--- src/rtl/ctlchar_pkg.sv ---
package ctlchar_pkg;
  parameter int unsigned DEF_ENTRIES = 8;
  parameter int unsigned DEF_CHAR_W  = 8;

  typedef struct packed {
    logic pend;
    logic ovr;
  } irq_state_t;
endpackage

--- src/rtl/ctlchar_table.sv ---
module ctlchar_table #(
  parameter int unsigned ENTRIES = 8,
  parameter int unsigned CHAR_W  = 8,
  parameter int unsigned ADDR_W  = 4
) (
  input  logic                            clk,
  input  logic                            rst_n,
  input  logic                            we,
  input  logic [ADDR_W-1:0]               addr,
  input  logic [CHAR_W:0]                 wdata,
  output logic [ENTRIES-1:0]              ent_valid,
  output logic [ENTRIES-1:0][CHAR_W-1:0]  ent_char,
  output logic [CHAR_W-1:0]               mask
);
  for (genvar g = 0; g < ENTRIES; g++) begin : g_ent
    always_ff @(posedge clk or negedge rst_n) begin
      if (!rst_n) begin
        ent_valid[g] <= 1'b0;
        ent_char[g]  <= '0;
      end else if (we && addr == ADDR_W'(g)) begin
        ent_valid[g] <= wdata[CHAR_W];
        ent_char[g]  <= wdata[CHAR_W-1:0];
      end
    end
  end

  always_ff @(posedge clk or negedge rst_n) begin
    if (!rst_n)                               mask <= '1;
    else if (we && addr == ADDR_W'(ENTRIES)) mask <= wdata[CHAR_W-1:0];
  end
endmodule

--- src/rtl/ctlchar_match.sv ---
module ctlchar_match #(
  parameter int unsigned ENTRIES = 8,
  parameter int unsigned CHAR_W  = 8,
  localparam int unsigned IDX_W  = (ENTRIES > 1) ? $clog2(ENTRIES) : 1
) (
  input  logic [CHAR_W-1:0]               byte_in,
  input  logic [ENTRIES-1:0]              ent_valid,
  input  logic [ENTRIES-1:0][CHAR_W-1:0]  ent_char,
  input  logic [CHAR_W-1:0]               mask,
  output logic                            hit,
  output logic [IDX_W-1:0]                idx
);
  logic [ENTRIES-1:0] live;
  logic [ENTRIES-1:0] cand;

  for (genvar g = 0; g < ENTRIES; g++) begin : g_cmp
    if (g == 0) begin : g_first
      assign live[g] = ent_valid[g];
    end else begin : g_rest
      assign live[g] = live[g-1] & ent_valid[g];
    end
    assign cand[g] = live[g] & (((byte_in ^ ent_char[g]) & mask) == '0);
  end

  always_comb begin
    idx = '0;
    for (int i = ENTRIES - 1; i >= 0; i--) begin
      if (cand[i]) idx = IDX_W'(i);
    end
  end

  assign hit = |cand;
endmodule

--- src/rtl/ctlchar_capture.sv ---
module ctlchar_capture
  import ctlchar_pkg::*;
#(
  parameter int unsigned CHAR_W = 8,
  parameter int unsigned IDX_W  = 3
) (
  input  logic              clk,
  input  logic              rst_n,
  input  logic              take,
  input  logic [CHAR_W-1:0] byte_in,
  input  logic [IDX_W-1:0]  idx_in,
  input  logic              ack,
  output logic              irq,
  output logic              overrun,
  output logic [CHAR_W-1:0] capt,
  output logic [IDX_W-1:0]  idx_q
);
  irq_state_t st_q, st_d;

  always_comb begin
    st_d.pend = take | (st_q.pend & ~ack);
    st_d.ovr  = (take & st_q.pend) | (st_q.ovr & ~ack);
  end

  always_ff @(posedge clk or negedge rst_n) begin
    if (!rst_n) begin
      st_q  <= '0;
      capt  <= '0;
      idx_q <= '0;
    end else begin
      st_q <= st_d;
      if (take) begin
        capt  <= byte_in;
        idx_q <= idx_in;
      end
    end
  end

  assign irq     = st_q.pend;
  assign overrun = st_q.ovr;
endmodule

--- src/rtl/ctlchar_filter.sv ---
module ctlchar_filter
  import ctlchar_pkg::*;
#(
  parameter int unsigned ENTRIES = DEF_ENTRIES,
  parameter int unsigned CHAR_W  = DEF_CHAR_W,
  localparam int unsigned IDX_W  = (ENTRIES > 1) ? $clog2(ENTRIES) : 1,
  localparam int unsigned ADDR_W = $clog2(ENTRIES + 1)
) (
  input  logic              clk,
  input  logic              rst_n,
  input  logic              cfg_we,
  input  logic [ADDR_W-1:0] cfg_addr,
  input  logic [CHAR_W:0]   cfg_wdata,
  input  logic              in_valid,
  output logic              in_ready,
  input  logic [CHAR_W-1:0] in_data,
  output logic              out_valid,
  input  logic              out_ready,
  output logic [CHAR_W-1:0] out_data,
  input  logic              irq_clr,
  output logic              irq,
  output logic              overrun,
  output logic [IDX_W-1:0]  match_idx,
  output logic [CHAR_W-1:0] capt_char
);
  logic [ENTRIES-1:0]             ent_valid;
  logic [ENTRIES-1:0][CHAR_W-1:0] ent_char;
  logic [CHAR_W-1:0]              mask;
  logic                           hit;
  logic [IDX_W-1:0]               hit_idx;
  logic                           accept;

  ctlchar_table #(.ENTRIES(ENTRIES), .CHAR_W(CHAR_W), .ADDR_W(ADDR_W)) u_table (
    .clk(clk), .rst_n(rst_n), .we(cfg_we), .addr(cfg_addr), .wdata(cfg_wdata),
    .ent_valid(ent_valid), .ent_char(ent_char), .mask(mask)
  );

  ctlchar_match #(.ENTRIES(ENTRIES), .CHAR_W(CHAR_W)) u_match (
    .byte_in(in_data), .ent_valid(ent_valid), .ent_char(ent_char), .mask(mask),
    .hit(hit), .idx(hit_idx)
  );

  ctlchar_capture #(.CHAR_W(CHAR_W), .IDX_W(IDX_W)) u_capt (
    .clk(clk), .rst_n(rst_n), .take(accept & hit), .byte_in(in_data),
    .idx_in(hit_idx), .ack(irq_clr), .irq(irq), .overrun(overrun),
    .capt(capt_char), .idx_q(match_idx)
  );

  assign in_ready = ~out_valid | out_ready;
  assign accept   = in_valid & in_ready;

  always_ff @(posedge clk or negedge rst_n) begin
    if (!rst_n) begin
      out_valid <= 1'b0;
      out_data  <= '0;
    end else if (accept && !hit) begin
      out_valid <= 1'b1;
      out_data  <= in_data;
    end else if (out_ready) begin
      out_valid <= 1'b0;
    end
  end
endmodule

--- config.mk ---
export PLATFORM = sky130hd
export DESIGN_NAME = ctlchar_filter
export DESIGN_NICKNAME = d
export VERILOG_FILES = /design/src/rtl/ctlchar_pkg.sv /design/src/rtl/ctlchar_table.sv /design/src/rtl/ctlchar_match.sv /design/src/rtl/ctlchar_capture.sv /design/src/rtl/ctlchar_filter.sv
export SDC_FILE = /design/constraint.sdc
export NUM_CORES = 1
export LEC_CHECK = 0
export ABC_CLOCK_PERIOD_IN_PS = 3100
export BUFFER_PORTS_ARGS = -buffer_cell sky130_fd_sc_hd__buf_2
export CORE_MARGIN = 10
export CORE_UTILIZATION = 46
export DETAILED_ROUTE_END_ITERATION = 7
export PLACE_DENSITY = 0.65
export SLEW_MARGIN = 30
export SYNTH_ARGS = -nofsm -noshare
export SYNTH_HDL_FRONTEND = slang
export SYNTH_SLANG_ARGS = --single-unit
--- constraint.sdc ---
create_clock -name clk -period 3.1 [get_ports clk]
set_input_delay 0.62 -clock clk [delete_from_list [all_inputs] [get_ports clk]]
set_output_delay 0.62 -clock clk [all_outputs]
set_load 0.03 [all_outputs]
# After elaboration in Yosys (flattened, before gate mapping)
# Cells that the tools add are included.
[classes] n_eq_ne=8 muxes=10 bitwise_logic=41 n_reduce_logical=22
[op_table] op="$and A8 B8 Y8" count=8
[op_table] op="$logic_not A8 Y1" count=8
[op_table] op="$xor A8 B8 Y8" count=8
[op_table] op="$mux W3" count=8
[op_table] op="$and A1 B1 Y1" count=20
[op_table] op="$eq A4 B3 Y1 const B" count=4
[op_table] op="$logic_and A1 B1 Y1" count=10
[op_table] op="$eq A4 B2 Y1 const B" count=2
[op_table] op="$reduce_or A8 Y1" count=1
[op_table] op="$eq A4 B1 Y1 const B" count=1
[op_table] op="$eq A4 B4 Y1 const B" count=1
[op_table] op="$logic_not A4 Y1" count=1
[op_table] op="$or A1 B1 Y1" count=3
[op_table] op="$mux W1" count=2
[op_table] op="$not A1 Y1" count=2
[op_table] op="$reduce_bool A2 Y1" count=1
[op_table] op="$logic_not A1 Y1" count=1
[word_totals] register_bits=102 output_inout_bits=23

# Logic depth before layout (Yosys ltp)
[depth] word_depth=16 mapped_depth=9

# Modules after synthesis
# From an unflattened synthesis, not the netlist that was laid out.
[hier_totals] hier_cells=386 area_unflattened_um2=5177.5
[modules_own_cells] mod="ctlchar_table" instances=1 cells_per_inst=178 area_per_inst_um2=3104.2 seq_area_each_um2=2011.9
[modules_own_cells] mod="ctlchar_match" instances=1 cells_per_inst=157 area_per_inst_um2=1151.1 seq_area_each_um2=0.0
[modules_own_cells] mod="ctlchar_capture" instances=1 cells_per_inst=28 area_per_inst_um2=513.0 seq_area_each_um2=325.3
[modules_own_cells] mod="ctlchar_filter" instances=1 cells_per_inst=23 area_per_inst_um2=409.1 seq_area_each_um2=225.2

# Worst setup path before layout
# OpenSTA, ideal clock, no wires.
[synth_path] kind="input-to-reg" startpoint="input port in_data[2]" endpoint="register u_capt.capt[0]" setup_ns=0.125 arrival_time_ns=2.357 t_required_ns=2.975 setup_slack_ns=0.618 cell_stages=9 path_buffers=2 path_cell_list="buf_6 xor2_1 a222oi_1 nand3_1 a211oi_2 nor4_4 a21oi_4 buf_6 mux2_4"
[synth_via] elab_chain_cells=6 elab_cells_between_ends=34
[synth_lines] item="start, declared" line="ctlchar_filter.sv:16" rtl="input logic [CHAR_W-1:0] in_data,"
[synth_lines] item="$xor A8 B8 Y8" line="ctlchar_match.sv:22" rtl="assign cand[g] = live[g] & (((byte_in ^ ent_char[g]) & mask) == '0);"
[synth_lines] item="$and A8 B8 Y8" line="ctlchar_match.sv:22"
[synth_lines] item="$logic_not A8 Y1" line="ctlchar_match.sv:22"
[synth_lines] item="$and A1 B1 Y1" line="ctlchar_match.sv:22"
[synth_lines] item="$reduce_or A8 Y1 *" line="ctlchar_match.sv:32" rtl="assign hit = |cand;"
[synth_lines] item="$and A1 B1 Y1 *" line="ctlchar_filter.sv:44" rtl=".clk(clk), .rst_n(rst_n), .take(accept & hit), .byte_in(in_data),"
[synth_lines] item="end signal, assigned" line="ctlchar_capture.sv:33" rtl="capt <= byte_in;"
[synth_lines] item="end, declared" line="ctlchar_capture.sv:15" rtl="output logic [CHAR_W-1:0] capt,"
# Every way passes the cells marked *; elsewhere a longest branch is shown, timed or not.
# A chain may end at the register's enable or synchronous reset.

# Worst setup path after layout
[layout_path] startpoint="input port in_data[3]" endpoint="register u_capt.capt[2]"
# The elaborated chain is that of the path after synthesis.

==> results by stage <==
Run status:
- The run finished with clean final reports.

Global routing:
- For this run, the total global-route usage over all layers was measured as 0.161.
- After global routing the overflow that remains totals 0.
- The number of global-route vias before repair was 3602.
- The first global-routing pass estimated around 20000 um of wire.
- Entering global routing, the biggest net connects 44 pins.
- The number of antenna violations at the first check in global routing is 0.

Floorplan:
- The die is 126 um wide.
- The total area inside the core boundary comes to 10900 sq um.
- The die covers 15800 sq um.
- Row generation in the floorplan step produced 38 rows.
- The effective utilization at floorplan is 0.472.
- The total I/O pin count is 50.
- The height of the die is between 100 and 150 um.

Synth:
- The net count after synthesis is 426.
- During synthesis, Yosys emitted a total of 0 warnings.
- Synthesis produced a netlist whose cell count is 399.
- The share of the Yosys chip area taken by registers is 0.499.
- The most frequently used flop master after synthesis is dfrtp_1.
- In this run, synthesis produced a sequential element count of 102.
- After synthesis, the netlist uses 44 different library cells.
- The post-synth design cell area is 5140 sq um.
- The async set-or-reset flop fraction in the synthesized netlist is 1.00.
- The mean area per synthesized cell is 12.9 sq um.
- The count of flip-flops with a built-in enable after synthesis is 0.

Clocking:
- The clock insertion delay at the later pin of the skew report is 390 ps.
- The number of clock sinks is 102.
- CTS built an H-tree with a depth of 3.
- The CTS buffer count is 9.
- The post-CTS setup repair buffer count is 0.
- The post-cts repair resize count is 0.
- The CTS tree is done.
- Clock-pin slew was measured on the worst setup and hold paths at 90 ps.
- The tree is rooted in a clkbuf_8.
- The longest clock path from root to sink contains 2 buffers.
- Hold repair after CTS inserted 0 buffers.

Critical path:
- Data on the critical path arrives at its endpoint at roughly 2700 ps.
- The category of the most critical setup path is in -> reg.
- The maximum fanout along the worst path is 12.
- In this run the register-to-register setup slack is 700 ps.
- The kind of launch point of the worst setup path is a primary input.
- STA puts the critical path data required time at 3370 ps.
- The end of the worst register-to-register path is out_data[1].
- The number of cells on the worst reg-to-reg path is 6.
- The endpoint class of the critical path is a flip-flop.
- The startpoint identified for the worst register-to-register timing path is u_table.mask[5].

STA:
- The pin slew with the least headroom to its limit is 802 ps.
- The post-route setup TNS is 0 ps.
- The number of failing hold endpoints at the final stage is 0.
- The highest clock rate is 407 MHz.
- The worst clock skew is 9.06 ps.
- The period utilization is 0.792.
- The max-slew violation count is 0.
- The worst setup slack after layout is 646 ps.
- Setup repair after global routing left no endpoint under its margin.
- Headroom to the max-slew limit came out at 0.463.
- The setup violation total in the final timing report is 0.
- The worst path needs 2450 ps of the cycle, external delays included.

Route:
- The overall via count from detail_route is 3303.
- Summed over all layers, the routed wires come to 12400 um.
- The count of nets left with antenna violations once routing finished came out at 0.
- After detailed routing, the average wire length per cell comes to 21.0 um.
- The iteration count of the initial detailed-routing pass is 4.
- The DRC violations left is 0.
- The average vias per placed instance is 5.60.
- In this run, the number of DRC markers left after iteration 0 of detailed routing was around 250.

Cells and area:
- The share of layout cells above drive strength 1 is 0.413.
- The number of antenna diodes in the final layout is 0.
- Summing all multi-input logic gate instances after layout gives 2400 sq um.
- For this run, the post-layout net count is about 470.
- The layout overhead on the synthesized area is 10.2%.
- The fill cell instance count of the final layout is a little under 1000.
- The area used by sequential logic in the layout is 2560 sq um.

Place:
- The half-perimeter wire length of the detailed placement result is 8720 um.
- The worst slack at placement is around 230 ps.
- At the end of routability-driven placement, the weighted congestion stood at 0.823.
- The count of port buffers added during placement is 49.

Run:
- Across the run, the number of max-cap violations was 0.

Power and ir drop:
- The worst-case IR drop observed on VDD is 0.000391 V.
- The leakage component of the power is 0.00256 uW.
- Power spread over the standard cell area amounts to approximately 740 nW/um^2.

Hold path:
- The type of the tightest min-delay check is in -> async.
synth_stat cells, types with 3 or more instances:
| cell | n | share of area |
|---|---|---|
| a21oi_1 | 3 | 0.0029 |
| nand3_1 | 4 | 0.0039 |
| a22o_1 | 3 | 0.0051 |
| mux2_2 | 88 | 0.19 |
| inv_1 | 3 | 0.0022 |
| nand2_1 | 32 | 0.023 |
| nor3_1 | 3 | 0.0029 |
| buf_6 | 9 | 0.020 |
| xor2_1 | 64 | 0.11 |
| dfstp_2 | 8 | 0.041 |
| nand4_1 | 12 | 0.015 |
| mux2_4 | 8 | 0.023 |
| nor3b_1 | 4 | 0.0058 |
| nand3b_1 | 3 | 0.0044 |
| a22oi_1 | 13 | 0.019 |
| nor2_1 | 5 | 0.0037 |
| dfrtp_1 | 94 | 0.46 |
| clkbuf_1 | 8 | 0.0058 |
| a222oi_1 | 3 | 0.0058 |
sequential cells by signal, summed over array words and instances (netlist names):
signal             flops
u_capt.capt            8
u_capt.idx_q           3
out_data               8
out_valid              1
u_table.ent_char      64
u_capt.overrun         1
u_capt.irq             1
u_table.mask           8
u_table.ent_valid      8
cells in the final DEF (no fill, tap or decap), types with 3 or more instances in the layout:
master / netlist / routed
nand4_1: 12 / 12
a22oi_1: 13 / 13
nand3b_1: 3 / 3
a21oi_1: 3 / 3
nand3_1: 4 / 4
a22o_1: 3 / 3
dfrtp_1: 94 / 94
clkinv_2: 0 / 3
xor2_1: 64 / 64
mux2_4: 8 / 8
a222oi_1: 3 / 3
buf_2: 2 / 48
dfstp_2: 8 / 8
clkbuf_8: 0 / 11
nand2_1: 32 / 32
nor3_1: 3 / 3
nor3b_1: 4 / 4
inv_1: 3 / 3
buf_4: 2 / 9
nor2_1: 5 / 5
mux2_2: 88 / 88
power by group:
part           leakage (uW)  switching [uW]  total [uW]  internal (uW)
clock              0.000106             447         861            414
combinational       0.00122             713        1320            604
sequential          0.00124             295        2000           1710
total               0.00256            1460        4180           2730
metrics by stage:
stage                     instances  utilization  power (uW)  area, sq um  hold WS (ps)
final                           590        0.520        4180         5660           229
after floorplan                 399            -        2940         5140           324
after detailed placement        574        0.502        3360         5460           491
after global routing            590        0.520        4430         5660           264
after global placement          574        0.502        3320         5460           479
after CTS                       590        0.520        4230         5660           229
worst max path at each step:
stage | from | endpoint | slack, ps | cells past startpoint
global placement | in_data[3] | u_capt.capt[1] | 220 | 9
detailed placement | in_data[3] | u_capt.capt[1] | 230 | 9
CTS | in_data[3] | u_capt.capt[2] | 640 | 9
global route | u_table.ent_char[18] | u_capt.capt[1] | 480 | 8
floorplan | in_data[2] | u_capt.capt[0] | 620 | 9
finish | in_data[3] | u_capt.capt[2] | 650 | 9
cell type report:
cell class	instances	share of cell area
clock buffer	12	0.0274
clock inverter	4	0.00796
inverter	3	0.00199
multi-input combinational	272	0.425
sequential	102	0.453
tap	140	0.0309
timing repair buffer	57	0.0544
worst max-delay path: stages:
cell and delay [ps]:
buf_2 200, xor2_1 200, a22o_1 250, a221oi_1 330, and4_4 330, nor4_4 70
a21oi_4 120, buf_4 230, mux2_2 350
cell families (layout without fill, tap and decap cells):
kind of cell              after synthesis  in the layout  synth area share
AOI/OAI and AO/OA                      33             33            0.0526
xor gates and xnor gates               64             64             0.109
buffers and inverters                  25             76            0.0336
DFF                                   102            102             0.499
muxes                                  97             97             0.218
and+or+nand+nor                        78             78            0.0881
metal layers:
| layer | GRT usage | vias up | wire (um) |
|---|---|---|---|
| met3 | 0.0415 | 18 | 729 |
| met4 | 0.0684 | 0 | 267 |
| met5 | 0 | - | 0 |
| li1 | - | 1501 | - |
| met1 | 0.208 | 1699 | 5660 |
| met2 | 0.250 | 85 | 5740 |
Power figures use the tool's default switching activity.
